### src/rtl/lau_pkg.sv
package lau_pkg;

   typedef enum logic [2:0] {
      LK_BYTE_S  = 3'd0,
      LK_BYTE_U  = 3'd1,
      LK_HALF_S  = 3'd2,
      LK_HALF_U  = 3'd3,
      LK_WORD    = 3'd4,
      LK_LEFT    = 3'd5,
      LK_RIGHT   = 3'd6,
      LK_NONE    = 3'd7
   } load_kind_e;

endpackage

### src/rtl/lau_subword_extract.sv
module lau_subword_extract #(
   parameter int BYTE_W = 8,
   parameter int LANES  = 4
) (
   input  logic [BYTE_W*LANES-1:0]     word_i,
   input  logic [$clog2(LANES)-1:0]    off_i,
   input  logic                        is_half_i,
   input  logic                        is_signed_i,
   output logic [BYTE_W*LANES-1:0]     ext_o
);
   localparam int DATA_W = BYTE_W * LANES;
   localparam int OFF_W  = $clog2(LANES);
   localparam int HALF_W = 2 * BYTE_W;
   localparam int HALVES = LANES / 2;
   localparam int HOFF_W = OFF_W - 1;

   logic [BYTE_W-1:0] lane_arr [LANES];
   logic [HALF_W-1:0] half_arr [HALVES];
   logic [OFF_W-1:0]  byte_idx;
   logic [HOFF_W-1:0] half_idx;
   logic [BYTE_W-1:0] byte_sel;
   logic [HALF_W-1:0] half_sel;
   logic              sgn;

   for (genvar j = 0; j < LANES; j++) begin : g_lane
      assign lane_arr[j] = word_i[j*BYTE_W +: BYTE_W];
   end
   for (genvar h = 0; h < HALVES; h++) begin : g_half
      assign half_arr[h] = word_i[h*HALF_W +: HALF_W];
   end

   // big-endian: offset 0 names the most significant lane
   assign byte_idx = OFF_W'(LANES - 1) - off_i;
   assign half_idx = HOFF_W'(HALVES - 1) - off_i[OFF_W-1:1];
   assign byte_sel = lane_arr[byte_idx];
   assign half_sel = half_arr[half_idx];

   always_comb begin
      if (is_half_i) begin
         sgn   = is_signed_i & half_sel[HALF_W-1];
         ext_o = {{(DATA_W-HALF_W){sgn}}, half_sel};
      end else begin
         sgn   = is_signed_i & byte_sel[BYTE_W-1];
         ext_o = {{(DATA_W-BYTE_W){sgn}}, byte_sel};
      end
   end

   always_comb begin
      if (!is_half_i && !is_signed_i)
         assert_ubyte_upper_zero_R2: assert (ext_o[DATA_W-1:BYTE_W] == '0)
            else $error("unsigned byte has nonzero upper bits");
      if (is_half_i && !is_signed_i)
         assert_uhalf_upper_zero_R4: assert (ext_o[DATA_W-1:HALF_W] == '0)
            else $error("unsigned halfword has nonzero upper bits");
      if (!is_half_i && is_signed_i)
         assert_sbyte_upper_uniform_R1: assert (ext_o[DATA_W-1:BYTE_W-1] == '0 ||
                                                &ext_o[DATA_W-1:BYTE_W-1])
            else $error("signed byte upper bits not uniform");
      if (is_half_i && is_signed_i)
         assert_shalf_upper_uniform_R3: assert (ext_o[DATA_W-1:HALF_W-1] == '0 ||
                                                &ext_o[DATA_W-1:HALF_W-1])
            else $error("signed halfword upper bits not uniform");
   end

endmodule

### src/rtl/lau_partial_merge.sv
module lau_partial_merge #(
   parameter int BYTE_W = 8,
   parameter int LANES  = 4
) (
   input  logic [BYTE_W*LANES-1:0]     word_i,
   input  logic [BYTE_W*LANES-1:0]     old_i,
   input  logic [$clog2(LANES)-1:0]    off_i,
   input  logic                        dir_right_i,
   output logic [BYTE_W*LANES-1:0]     merged_o
);
   localparam int OFF_W = $clog2(LANES);

   logic [BYTE_W-1:0] mem_lane [LANES];

   for (genvar j = 0; j < LANES; j++) begin : g_src
      assign mem_lane[j] = word_i[j*BYTE_W +: BYTE_W];
   end

   for (genvar j = 0; j < LANES; j++) begin : g_dst
      logic [OFF_W-1:0] src_l;
      logic [OFF_W-1:0] src_r;
      logic             take_l;
      logic             take_r;

      // left: lane j receives memory lane j-off when j >= off
      assign src_l  = OFF_W'(j) - off_i;
      assign take_l = (OFF_W'(j) >= off_i);
      // right: lane j receives memory lane j+(LANES-1-off) when j <= off
      assign src_r  = OFF_W'(j) + (OFF_W'(LANES - 1) - off_i);
      assign take_r = (OFF_W'(j) <= off_i);

      always_comb begin
         if (dir_right_i)
            merged_o[j*BYTE_W +: BYTE_W] = take_r ? mem_lane[src_r] : old_i[j*BYTE_W +: BYTE_W];
         else
            merged_o[j*BYTE_W +: BYTE_W] = take_l ? mem_lane[src_l] : old_i[j*BYTE_W +: BYTE_W];
      end
   end

endmodule

### src/rtl/load_align_unit.sv
module load_align_unit
   import lau_pkg::*;
#(
   parameter int BYTE_W = 8,
   parameter int LANES  = 4,
   localparam int DATA_W = BYTE_W * LANES,
   localparam int OFF_W  = $clog2(LANES)
) (
   input  logic [DATA_W-1:0] mem_word,
   input  logic [OFF_W-1:0]  addr_lo,
   input  logic [2:0]        load_kind,
   input  logic [DATA_W-1:0] rd_old,
   output logic [DATA_W-1:0] rd_new
);

   if (BYTE_W < 2) begin : g_bad_byte
      $error("BYTE_W must be at least 2");
   end
   if (LANES < 4 || (LANES & (LANES - 1)) != 0) begin : g_bad_lanes
      $error("LANES must be a power of two, at least 4");
   end

   load_kind_e        kind;
   logic [DATA_W-1:0] ext_val;
   logic [DATA_W-1:0] merge_val;
   logic              is_half;
   logic              is_signed;

   assign kind      = load_kind_e'(load_kind);
   assign is_half   = (kind == LK_HALF_S) || (kind == LK_HALF_U);
   assign is_signed = (kind == LK_BYTE_S) || (kind == LK_HALF_S);

   lau_subword_extract #(.BYTE_W(BYTE_W), .LANES(LANES)) u_extract (
      .word_i      (mem_word),
      .off_i       (addr_lo),
      .is_half_i   (is_half),
      .is_signed_i (is_signed),
      .ext_o       (ext_val)
   );

   lau_partial_merge #(.BYTE_W(BYTE_W), .LANES(LANES)) u_merge (
      .word_i      (mem_word),
      .old_i       (rd_old),
      .off_i       (addr_lo),
      .dir_right_i (kind == LK_RIGHT),
      .merged_o    (merge_val)
   );

   always_comb begin
      unique case (kind)
         LK_BYTE_S, LK_BYTE_U,
         LK_HALF_S, LK_HALF_U: rd_new = ext_val;
         LK_WORD:              rd_new = mem_word;
         LK_LEFT, LK_RIGHT:    rd_new = merge_val;
         default:              rd_new = rd_old;
      endcase
   end

   always_comb begin
      if (kind == LK_WORD)
         assert_word_copy_R5: assert (rd_new == mem_word)
            else $error("word load altered the memory word");
      if (kind == LK_NONE)
         assert_unused_keeps_old_R8: assert (rd_new == rd_old)
            else $error("unused code changed the destination");
      if (kind == LK_LEFT && addr_lo == '0)
         assert_left_full_R6: assert (rd_new == mem_word)
            else $error("left partial at offset 0 not a full replace");
      if (kind == LK_LEFT && addr_lo != '0)
         assert_left_keeps_low_R6: assert (rd_new[BYTE_W-1:0] == rd_old[BYTE_W-1:0])
            else $error("left partial lost the lowest old byte");
      if (kind == LK_RIGHT && addr_lo == OFF_W'(LANES - 1))
         assert_right_full_R7: assert (rd_new == mem_word)
            else $error("right partial at last offset not a full replace");
      if (kind == LK_RIGHT && addr_lo != OFF_W'(LANES - 1))
         assert_right_keeps_high_R7: assert (rd_new[DATA_W-1 -: BYTE_W] == rd_old[DATA_W-1 -: BYTE_W])
            else $error("right partial lost the highest old byte");
   end

endmodule

### config.mk
export PLATFORM = sky130hd
export DESIGN_NAME = load_align_unit
export DESIGN_NICKNAME = d
export VERILOG_FILES = /design/src/rtl/lau_pkg.sv /design/src/rtl/lau_subword_extract.sv /design/src/rtl/lau_partial_merge.sv /design/src/rtl/load_align_unit.sv
export SDC_FILE = /design/constraint.sdc
export NUM_CORES = 1
export LEC_CHECK = 0
export BUFFER_PORTS_ARGS = -buffer_cell sky130_fd_sc_hd__buf_2
export CORE_ASPECT_RATIO = 0.9
export CORE_MARGIN = 4
export CORE_UTILIZATION = 40
export DETAILED_ROUTE_END_ITERATION = 8
export GPL_TIMING_DRIVEN = 0
export MAX_ROUTING_LAYER = met4
export PLACE_DENSITY = 0.77
export SETUP_SLACK_MARGIN = 0.3
export SLEW_MARGIN = 10
export SYNTH_ARGS = -nofsm -noshare
export SYNTH_HDL_FRONTEND = slang
export SYNTH_SLANG_ARGS = --single-unit
### constraint.sdc
create_clock -name vclk -period 4.5
set_input_delay 0.675 -clock vclk [all_inputs]
set_output_delay 0.675 -clock vclk [all_outputs]
set_load 0.01 [all_outputs]
# After elaboration in Yosys (flattened, before gate mapping)
# Cells that the tools add are included.
# classes
add_sub_neg	8
n_mul	0
div_mod_pow	0
order_cmp	16
eq_ne	6
shifts	0
muxes	38
bitwise_logic	10
reduce_logical	5
# op_table
operator	n
8-bit 2-to-1 mux	26
8-bit binary-select mux with 2-bit select	7
32-bit one-hot mux with 3 select lines	1
16-bit 2-to-1 mux	3
32-bit 2-to-1 mux	1
3-bit >= comparator (second input constant)	7
2-bit NOT with 3-bit output	7
3-bit equality test (second input constant)	3
3-bit by 2-bit equality test with 1-bit output (second input constant)	2
2-bit adder (first input constant)	2
1-bit by 2-bit >= comparator with 1-bit output (first input constant)	2
2-bit >= comparator (first input constant)	2
1-bit by 2-bit <= comparator with 1-bit output (first input constant)	2
2-bit <= comparator (first input constant)	2
4-bit OR reduction	1
1-bit by 2-bit subtractor with 2-bit output (first input constant)	2
2-bit subtractor (first input constant)	2
3-bit by 1-bit equality test with 1-bit output (second input constant)	1
3-bit zero test	1
1-bit by 2-bit adder with 2-bit output (first input constant)	1
1-bit AND	2
2-bit >= comparator (second input constant)	1
1-bit logical OR	2
1-bit NOT with 2-bit output	1
other kinds (2)	2
# totals
ff_bits	0
latch_bits	0
ramBits	0
rom_bits	0
input_bits	69
output_inout_bits	32
wordCells	83
n_memories	0

# Longest topological paths before layout
# Gate-level depths: netlist (run 1).
# logic_depth
word_depth	9
mapped_depth	11
ltp_nobuf	7

# Cells and area by module
# A second synthesis (run 1) with hierarchy kept.
# unflattened
cells_unflattened	494
hier_area_um2	3916.3
# modules_own_cells
mod	n_inst	cells_each	area_each_um2	seq_area_each_um2
lau_partial_merge	1	286	2234.6	0.0
load_align_unit	1	157	1138.6	0.0
lau_subword_extract	1	51	543.0	0.0

# Worst setup path after synthesis (run 1)
# Ideal clock, no wire load.
# synth_timing
path_type	in2out
startpoint	input port addr_lo[0]
endpoint	output port rd_new[13]
arrival_time_ps	2653
required_time_ps	3825
setup_slack_ps	1172
path_stages	10
n_path_buf	4
cell_sequence	buf_4 > buf_6 > inv_2 > ha_1 > buf_2 > buf_2 > mux4_2 > nor2_1 > o32ai_1 > o32a_2
# synth_via
elab_chain_cells	9
elab_cells_between_ends	23
classes_between	add/sub (3); order compare (2); mux (14); bitwise (4)
# synth_lines
item	line	rtl
start, declared	load_align_unit.sv:10	input logic [OFF_W-1:0] addr_lo,
2-bit subtractor	lau_subword_extract.sv:33, lau_partial_merge.sv:29	
1-bit by 2-bit adder with 2-bit output	lau_partial_merge.sv:29	assign src_r = OFF_W'(j) + (OFF_W'(LANES - 1) - off_i);
2-bit NOT with 3-bit output (implied by the code)	lau_partial_merge.sv:34	merged_o[j*BYTE_W +: BYTE_W] = take_r ? mem_lane[src_r] : old_i[j*BYTE_W +: BYTE_W];
8-bit binary-select mux with 2-bit select	lau_partial_merge.sv:34	
8-bit 2-to-1 mux (implied by the code) (2 in a row)	lau_partial_merge.sv:34	
8-bit 2-to-1 mux	lau_partial_merge.sv:34	
8-bit 2-to-1 mux	lau_partial_merge.sv:33	if (dir_right_i)
32-bit one-hot mux with 3 select lines *	load_align_unit.sv:50	unique case (kind)
end, declared	load_align_unit.sv:13	output logic [DATA_W-1:0] rd_new
# Mark *: on every way between the ends. The rest lies on a longest branch, timed or not. The select of a mux whose other input is x is not followed.

# Worst setup path after layout (run 1)
# layout_timing
startpoint	input port addr_lo[0]
endpoint	output port rd_new[24]
# layout_via
elab_chain_cells	9
elab_cells_between_ends	18
classes_between	add/sub (2); order compare (2); mux (11); bitwise (3)
# layout_lines
item	line
2-bit subtractor	lau_subword_extract.sv:33, lau_partial_merge.sv:26, lau_partial_merge.sv:29
2-bit adder	lau_partial_merge.sv:29
2-bit NOT with 3-bit output (implied by the code)	lau_partial_merge.sv:34
8-bit binary-select mux with 2-bit select	lau_partial_merge.sv:34
8-bit 2-to-1 mux (implied by the code) (2 in a row)	lau_partial_merge.sv:34
8-bit 2-to-1 mux	lau_partial_merge.sv:34
8-bit 2-to-1 mux	lau_partial_merge.sv:33
32-bit one-hot mux with 3 select lines *	load_align_unit.sv:50
# Marks and branches as above.

==> out/metrics.yaml, run 1 <==
status:
  outcome: "finished clean"
hold_path:
  hp-start: "rd_old[7]"
  min_to: "rd_new[7]"
  min_path_cells: 3
  min_path_type: "input pin to primary output"
detailed_routing:
  wl_per_cell_microns: 22.82
  dr.pass1.iters: 6
  vias_per_cell: 7.057
  route.vias.total: 3811
  drc: 0
  totalWireLength_microns: 12320
  drt_iter0_drc: 436
  postRouteAntennaNets: 0
finish:
  fin_nets: 527
  nFlopsAndLatches: 0
  diodes: 0
  layout.cells.non_filler: 540
  area_growth_pct: 23.09
  area.sequential_sq_um: 0
  n_fill_cell: 689
  drive_gt1_frac: 0.3600
  post-route-util: 0.5063
  final_area_sq_um: 3334
  nClkBuffers: 0
synthesis:
  synth_nets: 424
  synth_area_per_cell_sq_um: 7.762
  yosysSeqAreaShare: 0
  yosysWarningCount: 0
  syn_area_sq_um: 2709
  synth_cells: 349
  ys_types: 53
setup_path:
  crit_slowest_cell: "mux4_2"
  crit_path_end_kind: "primary output"
  crit_top_cell: "buf_2"
  critPathLaunchType: "input pin"
  worst-path-max-fanout: 11
  slowest_delay_ns: 0.36
  cp_data_required_time_ns: 3.83
  worstPathArrival_ns: 3.34
  cp_top_family: "buffers and inverters"
  crit_chain: "buf_2 > buf_4 > buf_6 > inv_2 > ha_1 > buf_2 > buf_4 > mux4_2 > mux2i_1 > nand2_1 > o211ai_1 > a31oi_1 > buf_2"
  crit_buf_inv: 7
  crit_type: "input pin to primary output"
floorplanning:
  dieArea_sq_um: 8155
  io_pins: 101
  coreArea_sq_um: 6586
  die-width_microns: 94.75
  start_util: 0.4113
  fp-row-count: 28
  die_h_microns: 86.07
timing:
  fin_crit_ns: 4.016
  maxSlewViolCount: 0
  hold_ws_ns: 1.650
  setup-tns-final_ns: 0
  worst_slew_pin_slew_ns: 1.119
  slew_headroom: 0.2538
  hold_viol: 0
  timing.final.crit_share: 0.8925
  fmax_mhz: 249.0
  postLayoutSetupSlackWorst_ns: 0.4837
  grt_setup_unrepaired: "false"
  setup_viol: 0
placement:
  portBuffers: 101
  place_hpwl_microns: 8853
  placed_cell_area_sq_um: 3327
  pre_cts_ws_ns: 0.4485
  placed_cells: 540
  gp_congestion: 1.011
global_route:
  grt_pass1_vias: 3506
  gr-usage-all-layers: 0.2976
  gr-total-overflow: 0
  grt_pass1_wl_microns: 18470
  grt_max_degree: 12
  antenna_found_initial: 0
clocking:
  holdBufCountCts: 0
power:
  max-vdd-ir-drop_uv: 57.75
  p_leak_nw: 1.398
  power_density_nw_per_um2: 135.2
  finalPower_mw: 0.4507
flow_run:
  maxCapViolCount: 0
[worst min-delay path, stage by stage]
cell and delay [ns]:
buf_2 0.08, o22a_1 0.10, buf_2 0.12
[kinds of logic (layout without fill, tap and decap cells)]
kind of cell,Yosys count,after routing,share of synthesized area
xor gates and xnor gates,1,1,0.003234
muxes,55,55,0.3330
AOI/OAI and AO/OA,152,152,0.3931
and+or+nand+nor,94,94,0.1631
adders and majority gates,6,6,0.02771
buffers and inverters,41,142,0.07990
[synthesized netlist by cell type (2+ instances only)]
master	number	area [sq um]
or2_2	2	12.51
clkbuf_1	15	56.30
nand2_1	27	101.4
a2bb2oi_1	11	96.34
a31oi_1	11	68.82
a221o_1	2	20.02
o21ai_0	21	105.1
nor2_1	32	120.1
mux2i_1	17	170.2
buf_1	3	11.26
ha_1	6	75.07
a22oi_1	14	105.1
o221ai_1	12	105.1
nor3_1	4	20.02
mux2i_4	2	45.04
mux4_2	21	473.0
inv_1	5	18.77
and2_1	4	25.02
o21ai_2	2	17.52
mux4_1	3	78.83
o32ai_1	2	17.52
o211ai_1	4	30.03
buf_4	2	15.01
a222oi_1	2	20.02
mux2_2	12	135.1
o22a_1	3	26.28
a21oi_1	34	170.2
a211oi_1	2	15.01
o22ai_1	12	75.07
buf_2	8	40.04
a21o_1	5	37.54
a221oi_1	5	43.79
o32a_1	4	40.04
nor2b_1	4	25.02
buf_6	6	67.56
nand2b_1	13	81.33
[layer usage]
metal | up-vias | GRT usage | routed length (microns)
met5 | - | - | 0
met1 | 1802 | 0.4075 | 4782
met2 | 348 | 0.4520 | 5466
met4 | 0 | 0.09699 | 386
li1 | 1611 | - | -
met3 | 50 | 0.04035 | 1687
[repair_timing]
item | in CTS | in global routing
resized for setup | 0 | 2
buffers inserted | 0 | 0
setup endpoints to repair | 0 | 6
[where the power goes]
| part | internal (mW) | leakage (nW) | switching [mW] |
|---|---|---|---|
| combinational | 0.195 | 1.40 | 0.256 |
| clock | 0 | 0 | 0 |
| sequential | 0 | 0 | 0 |
[cells in the final DEF, fill, tap and decap left out, types with 3 or more instances in the layout]
| cell type | n |
|---|---|
| nor3_1 | 4 |
| a31oi_1 | 11 |
| mux4_1 | 3 |
| ha_1 | 6 |
| nand2b_1 | 13 |
| nand2_1 | 27 |
| mux4_2 | 21 |
| o211ai_1 | 4 |
| a221oi_1 | 5 |
| o32a_1 | 4 |
| clkbuf_1 | 15 |
| buf_2 | 108 |
| o22a_1 | 3 |
| a21o_1 | 5 |
| and2_1 | 4 |
| nor2b_1 | 4 |
| inv_1 | 5 |
| mux2_2 | 12 |
| o221ai_1 | 12 |
| a22oi_1 | 14 |
| buf_4 | 3 |
| o22ai_1 | 12 |
| buf_1 | 3 |
| a21oi_1 | 34 |
| nor2_1 | 32 |
| o21ai_0 | 21 |
| buf_6 | 6 |
| a2bb2oi_1 | 11 |
| mux2i_1 | 17 |
[area by class of cell]
class / instances / area [sq um] / share of cell area
Multi-Input combinational cell: 308 / 2497 / 0.7490
Timing Repair Buffer: 101 / 505.5 / 0.1516
Buffer: 34 / 192.7 / 0.05779
Tap cell: 90 / 112.6 / 0.03377
Inverter: 7 / 26.28 / 0.007880
[worst max path at each step]
stage	from	end	slack [ns]	cells after the start
CTS	addr_lo[0]	rd_new[24]	0.43	13
detailed placement	addr_lo[0]	rd_new[13]	0.45	12
floorplan	addr_lo[0]	rd_new[13]	1.17	10
global placement	addr_lo[0]	rd_new[13]	0.47	12
finish	addr_lo[0]	rd_new[24]	0.48	13
global route	addr_lo[0]	rd_new[30]	0.34	13
No activity file was read; power rests on OpenSTA's default activity.
==> inputs of run 2 (changes only) <==
--- a/config.mk
+++ b/config.mk
@@ -5,14 +5,14 @@
 export SDC_FILE = /design/constraint.sdc
 export NUM_CORES = 1
 export LEC_CHECK = 0
+export ABC_AREA = 1
 export BUFFER_PORTS_ARGS = -buffer_cell sky130_fd_sc_hd__buf_2
 export CORE_ASPECT_RATIO = 0.9
 export CORE_MARGIN = 4
 export CORE_UTILIZATION = 40
 export DETAILED_ROUTE_END_ITERATION = 8
-export GPL_TIMING_DRIVEN = 0
 export MAX_ROUTING_LAYER = met4
-export PLACE_DENSITY = 0.77
+export PLACE_DENSITY = 0.76
 export SETUP_SLACK_MARGIN = 0.3
 export SLEW_MARGIN = 10
 export SYNTH_ARGS = -nofsm -noshare
==> run 2 against run 1 <==
  * Via count is 19% higher
  * Hold slack better by 0.027 ns
  * Worst setup slack better by 0.66 ns
  * Routed wire length is 6.3% lower
  * Synthesized cell count is 87% higher
  * Area after synthesis is 9.1% higher
  * Sequential cell count stayed put
  * Die area is 8.3% higher
  * Non-clock buffer count is 29 lower
  * Largest power group unchanged
  * Combinational power is 6.9% lower
==> out/metrics.yaml, run 2 <==
status:
  outcome: "finished clean"
placement:
  gp_congestion: 1.018
  pre_cts_ws_ns: 1.176
  portBuffers: 101
  placed_cells: 812
  place_hpwl_microns: 8985
power:
  p_int_mw: 0.1429
  p_leak_nw: 1.954
  max-vdd-ir-drop_uv: 61.58
  pwr-share-comb: 1.000
  clkPwrFrac: 0
  p_seq_frac: 0
  power_density_nw_per_um2: 124.2
  finalPower_mw: 0.4203
  switching_share: 0.6600
  switchingPower_mw: 0.2774
synthesis:
  synthTopCellsByCount: "296 x nand2_1, 106 x nand3_1, 51 x nor2_1, 42 x inv_1, 40 x a21oi_1"
  synth_cells: 652
  yosysSeqAreaShare: 0
  syn_area_sq_um: 2957
  synth.most_common_cell: "nand2_1"
  yosysWarningCount: 0
  synth_top_area_cell: "nand2_1"
  yosys-top-cells-area: "nand2_1 38%, nand3_1 18%, a21oi_1 6.8%, nor2_1 6.5%, inv_1 5.3%"
  synth_top_cell_area_share: 0.3758
  ys_types: 22
  synth_nets: 727
  synth_area_per_cell_sq_um: 4.535
detailed_routing:
  totalWireLength_microns: 11540
  vias_per_cell: 5.595
  drt_iter0_drc: 574
  wl_per_cell_microns: 14.22
  drc: 0
  postRouteAntennaNets: 0
  dr.pass1.iters: 6
  route.vias.total: 4543
finish:
  area_growth_pct: 14.47
  diodes: 0
  n_fill_cell: 835
  nFlopsAndLatches: 0
  multiInputGateArea_sq_um: 2545
  drive_gt1_frac: 0.1711
  layout.cells.non_filler: 812
  post-route-util: 0.4759
  area.sequential_sq_um: 0
  layout.cells.most_common_list: "296 x nand2_1, 106 x nand3_1, 101 x buf_2"
  fin_nets: 796
  nClkBuffers: 0
  final_common_cell: "nand2_1"
global_route:
  grt_pass1_vias: 3686
  grt_max_degree: 39
  gr-total-overflow: 0
  gr-usage-all-layers: 0.2588
  grt_pass1_wl_microns: 18530
  antenna_found_initial: 0
timing:
  worst_slew_pin_slew_ns: 0.7604
  fmax_mhz: 297.9
  fin_crit_ns: 3.357
  maxSlewViolCount: 0
  grt_setup_unrepaired: "false"
  postLayoutSetupSlackWorst_ns: 1.143
  setup-tns-final_ns: 0
  slew_headroom: 0.4919
  setup_viol: 0
  timing.final.crit_share: 0.7460
  hold_viol: 0
setup_path:
  crit_type: "input pin to primary output"
  worstPathArrival_ns: 2.68
  crit_path_end_kind: "primary output"
  cp_data_required_time_ns: 3.83
  worst-path-max-fanout: 35
  critPathLaunchType: "input pin"
floorplanning:
  die_h_microns: 89.56
  fp-row-count: 29
  dieArea_sq_um: 8833
  die-width_microns: 98.63
  start_util: 0.4157
  coreArea_sq_um: 7112
  io_pins: 101
flow_run:
  maxCapViolCount: 0
clocking:
  cts_setup_buffers: 0
  holdBufCountCts: 0
  cts_resized: 0
hold_path:
  min_path_type: "input pin to primary output"
  hp-start: "rd_old[22]"
  min_path_cells: 4
  min_to: "rd_new[22]"
==> run 2: cell count changes in the layout (fill, tap and decap cells not counted), moves of 15 or more <==
cell,change
inv_1,+37
nand2_1,+269
nand3_1,+105
nand4_1,+16
mux2i_1,-17
nor2_1,+19
mux4_2,-21
clkbuf_1,-15
==> run 2: how the worst max path moves through the flow <==
stage,start,to,slack (ns),depth (start not counted)
final,addr_lo[0],rd_new[20],1.14,12
after global routing,addr_lo[0],rd_new[22],0.95,12
after CTS,addr_lo[0],rd_new[21],1.18,12
after detailed placement,addr_lo[0],rd_new[21],1.18,12
after global placement,addr_lo[0],rd_new[21],1.19,12
after floorplan,addr_lo[1],rd_new[15],1.55,14
==> run 2: final cells by class <==
cell class	count	area share
Inverter	48	0.05323
Multi-Input combinational cell	565	0.7519
Tap cell	93	0.03438
Timing Repair Buffer	106	0.1604
==> run 2: cells by family after synthesis <==
kind of cell    synth area share
simple gates              0.6843
buf+inv                   0.1392
compound gates            0.1511
fa+ha+maj                0.02539
==> run 2: power by group through the flow <==
| stage | Clock, mW | Combinational (mW) | Sequential, mW |
|---|---|---|---|
| 2_1_floorplan | 0 | 0.274 | 0 |
| 3_3_place_gp | 0 | 0.409 | 0 |
| 3_5_place_dp | 0 | 0.410 | 0 |
| 4_1_cts | 0 | 0.412 | 0 |
| 5_1_grt | 0 | 0.470 | 0 |
| 6_report | 0 | 0.420 | 0 |
==> run 2: critical path: stages <==
cell and delay, ns:
buf_2 0.11, inv_2 0.42, ha_1 0.34, inv_1 0.36, nand3_1 0.12, nand2_1 0.15, nand2_1 0.08, nand2_1 0.08
nand2_1 0.05, nand2_1 0.05, nand3_1 0.08, buf_2 0.15
==> run 2: per-layer routing <==
metal / global-route usage / part of all wire / routed length [microns]
met1: 0.3956 / 0.46 / 5324
met3: 0.03120 / 0.14 / 1571
met2: 0.3677 / 0.39 / 4477
met5: - / 0 / 0
met4: 0.02978 / 0.015 / 171
==> run 2: stage by stage <==
stage	hold slack, ns	area [sq um]
after detailed placement	1.678	3385
after CTS	1.680	3385
after global placement	1.679	3385
after global routing	1.701	3385
final	1.677	3385
after floorplan	1.495	2957
==> inputs of run 3 (changes only) <==
==> constraint.sdc (replaced) <==
create_clock -name vclk -period 3.4
set_input_delay 0.51 -clock vclk [all_inputs]
set_output_delay 0.51 -clock vclk [all_outputs]
set_load 0.01 [all_outputs]
==> run 3 against run 2 <==
  * Sequential share of layout area unchanged
  * Worst setup slack got worse by 0.55 ns
  * Critical path depth shrank 3
  * Design area grew 0.81%
  * Largest power group unchanged
==> out/metrics.yaml, run 3 (synthesis gave the netlist of run 2 again) <==
status:
  outcome: "finished clean"
setup_path:
  crit_type: "input pin to primary output"
  cp-startpoint: "addr_lo[1]"
  crit_path_end_kind: "primary output"
  critPathLaunchType: "input pin"
  crit_chain: "buf_2 > buf_4 > ha_1 > inv_1 > a21oi_1 > o21ai_0 > nand2_1 > nand4_1 > buf_2"
  slowest_delay_ns: 0.34
  crit_slowest_cell: "buf_4"
  worst-path-max-fanout: 38
  worstPathArrival_ns: 2.30
  cp_data_required_time_ns: 2.89
  crit_top_cell: "buf_2"
power:
  finalPower_mw: 0.5641
  pwr-share-comb: 1.000
  switchingPower_mw: 0.3724
  p_seq_frac: 0
  switching_share: 0.6602
  clkPwrFrac: 0
  p_leak_nw: 1.970
  p_int_mw: 0.1917
  max-vdd-ir-drop_uv: 111.7
  power_density_nw_per_um2: 165.3
finish:
  post-route-util: 0.4798
  area.sequential_sq_um: 0
  n_fill_cell: 834
  final_area_sq_um: 3412
  layout.cells.most_common_list: "296 x nand2_1, 106 x nand3_1, 101 x buf_2"
  final_common_cell: "nand2_1"
  area_growth_pct: 15.40
  fin_nets: 798
  diodes: 0
  layout.cells.non_filler: 814
  nFlopsAndLatches: 0
  nClkBuffers: 0
  drive_gt1_frac: 0.1734
floorplanning:
  start_util: 0.4157
  io_pins: 101
  fp-row-count: 29
  die_h_microns: 89.56
  dieArea_sq_um: 8833
  coreArea_sq_um: 7112
  die-width_microns: 98.63
detailed_routing:
  drc: 0
  wl_per_cell_microns: 14.27
  postRouteAntennaNets: 0
  route.vias.total: 4534
  dr.pass1.iters: 6
  totalWireLength_microns: 11610
  drt_iter0_drc: 950
  vias_per_cell: 5.570
timing:
  slew_headroom: 0.6634
  postLayoutSetupSlackWorst_ns: 0.5943
  hold_ws_ns: 1.347
  timing.final.crit_share: 0.8252
  setup_viol: 0
  worst_slew_pin_slew_ns: 0.5043
  fmax_mhz: 356.4
  maxSlewViolCount: 0
  fin_crit_ns: 2.806
  grt_setup_unrepaired: "false"
  hold_viol: 0
  setup-tns-final_ns: 0
global_route:
  grt_pass1_wl_microns: 18810
  antenna_found_initial: 0
  gr-usage-all-layers: 0.2628
  grt_pass1_vias: 3839
  grt_max_degree: 58
  gr-total-overflow: 0
hold_path:
  hp-start: "rd_old[7]"
  min_path_type: "input pin to primary output"
placement:
  placed_cell_area_sq_um: 3412
  portBuffers: 101
  gp_congestion: 1.047
  pre_cts_ws_ns: 0.7111
  place_hpwl_microns: 8958
  placed_cells: 814
clocking:
  cts_setup_buffers: 0
  holdBufCountCts: 0
  cts_resized: 0
flow_run:
  maxCapViolCount: 0
## run 3: worst paths after layout
path	endpoint	slack [ns]	cells past startpoint
worst max-delay path	rd_new[28]	0.59	9
worst min-delay path	rd_new[7]	1.35	4
## run 3: layout make-up
cell class / instances / area, sq um / area share
Multi-Input combinational cell: 565 / 2545 / 0.7459
Timing Repair Buffer: 108 / 570.5 / 0.1672
Inverter: 48 / 180.2 / 0.05281
Tap cell: 93 / 116.4 / 0.03410
## run 3: worst max-delay path, delay by kind of cell
family          cells  cell delay (ns)
buf+inv             4             0.79
fa+ha+maj           1             0.22
compound gates      2             0.55
simple gates        2             0.20
## run 3: per-layer routing
metal,up-vias,GRT usage,wire [microns]
li1,2258,-,-
met2,341,0.3800,4568
met1,1920,0.3878,5005
met3,15,0.05226,1958
met5,-,-,0
met4,0,0.02233,82
## run 3: power by group through the flow
stage               combinational [mW]  clock, mW  sequential [mW]
floorplan                        0.363          0                0
global placement                 0.546          0                0
detailed placement               0.549          0                0
CTS                              0.550          0                0
global route                     0.628          0                0
finish                           0.564          0                0
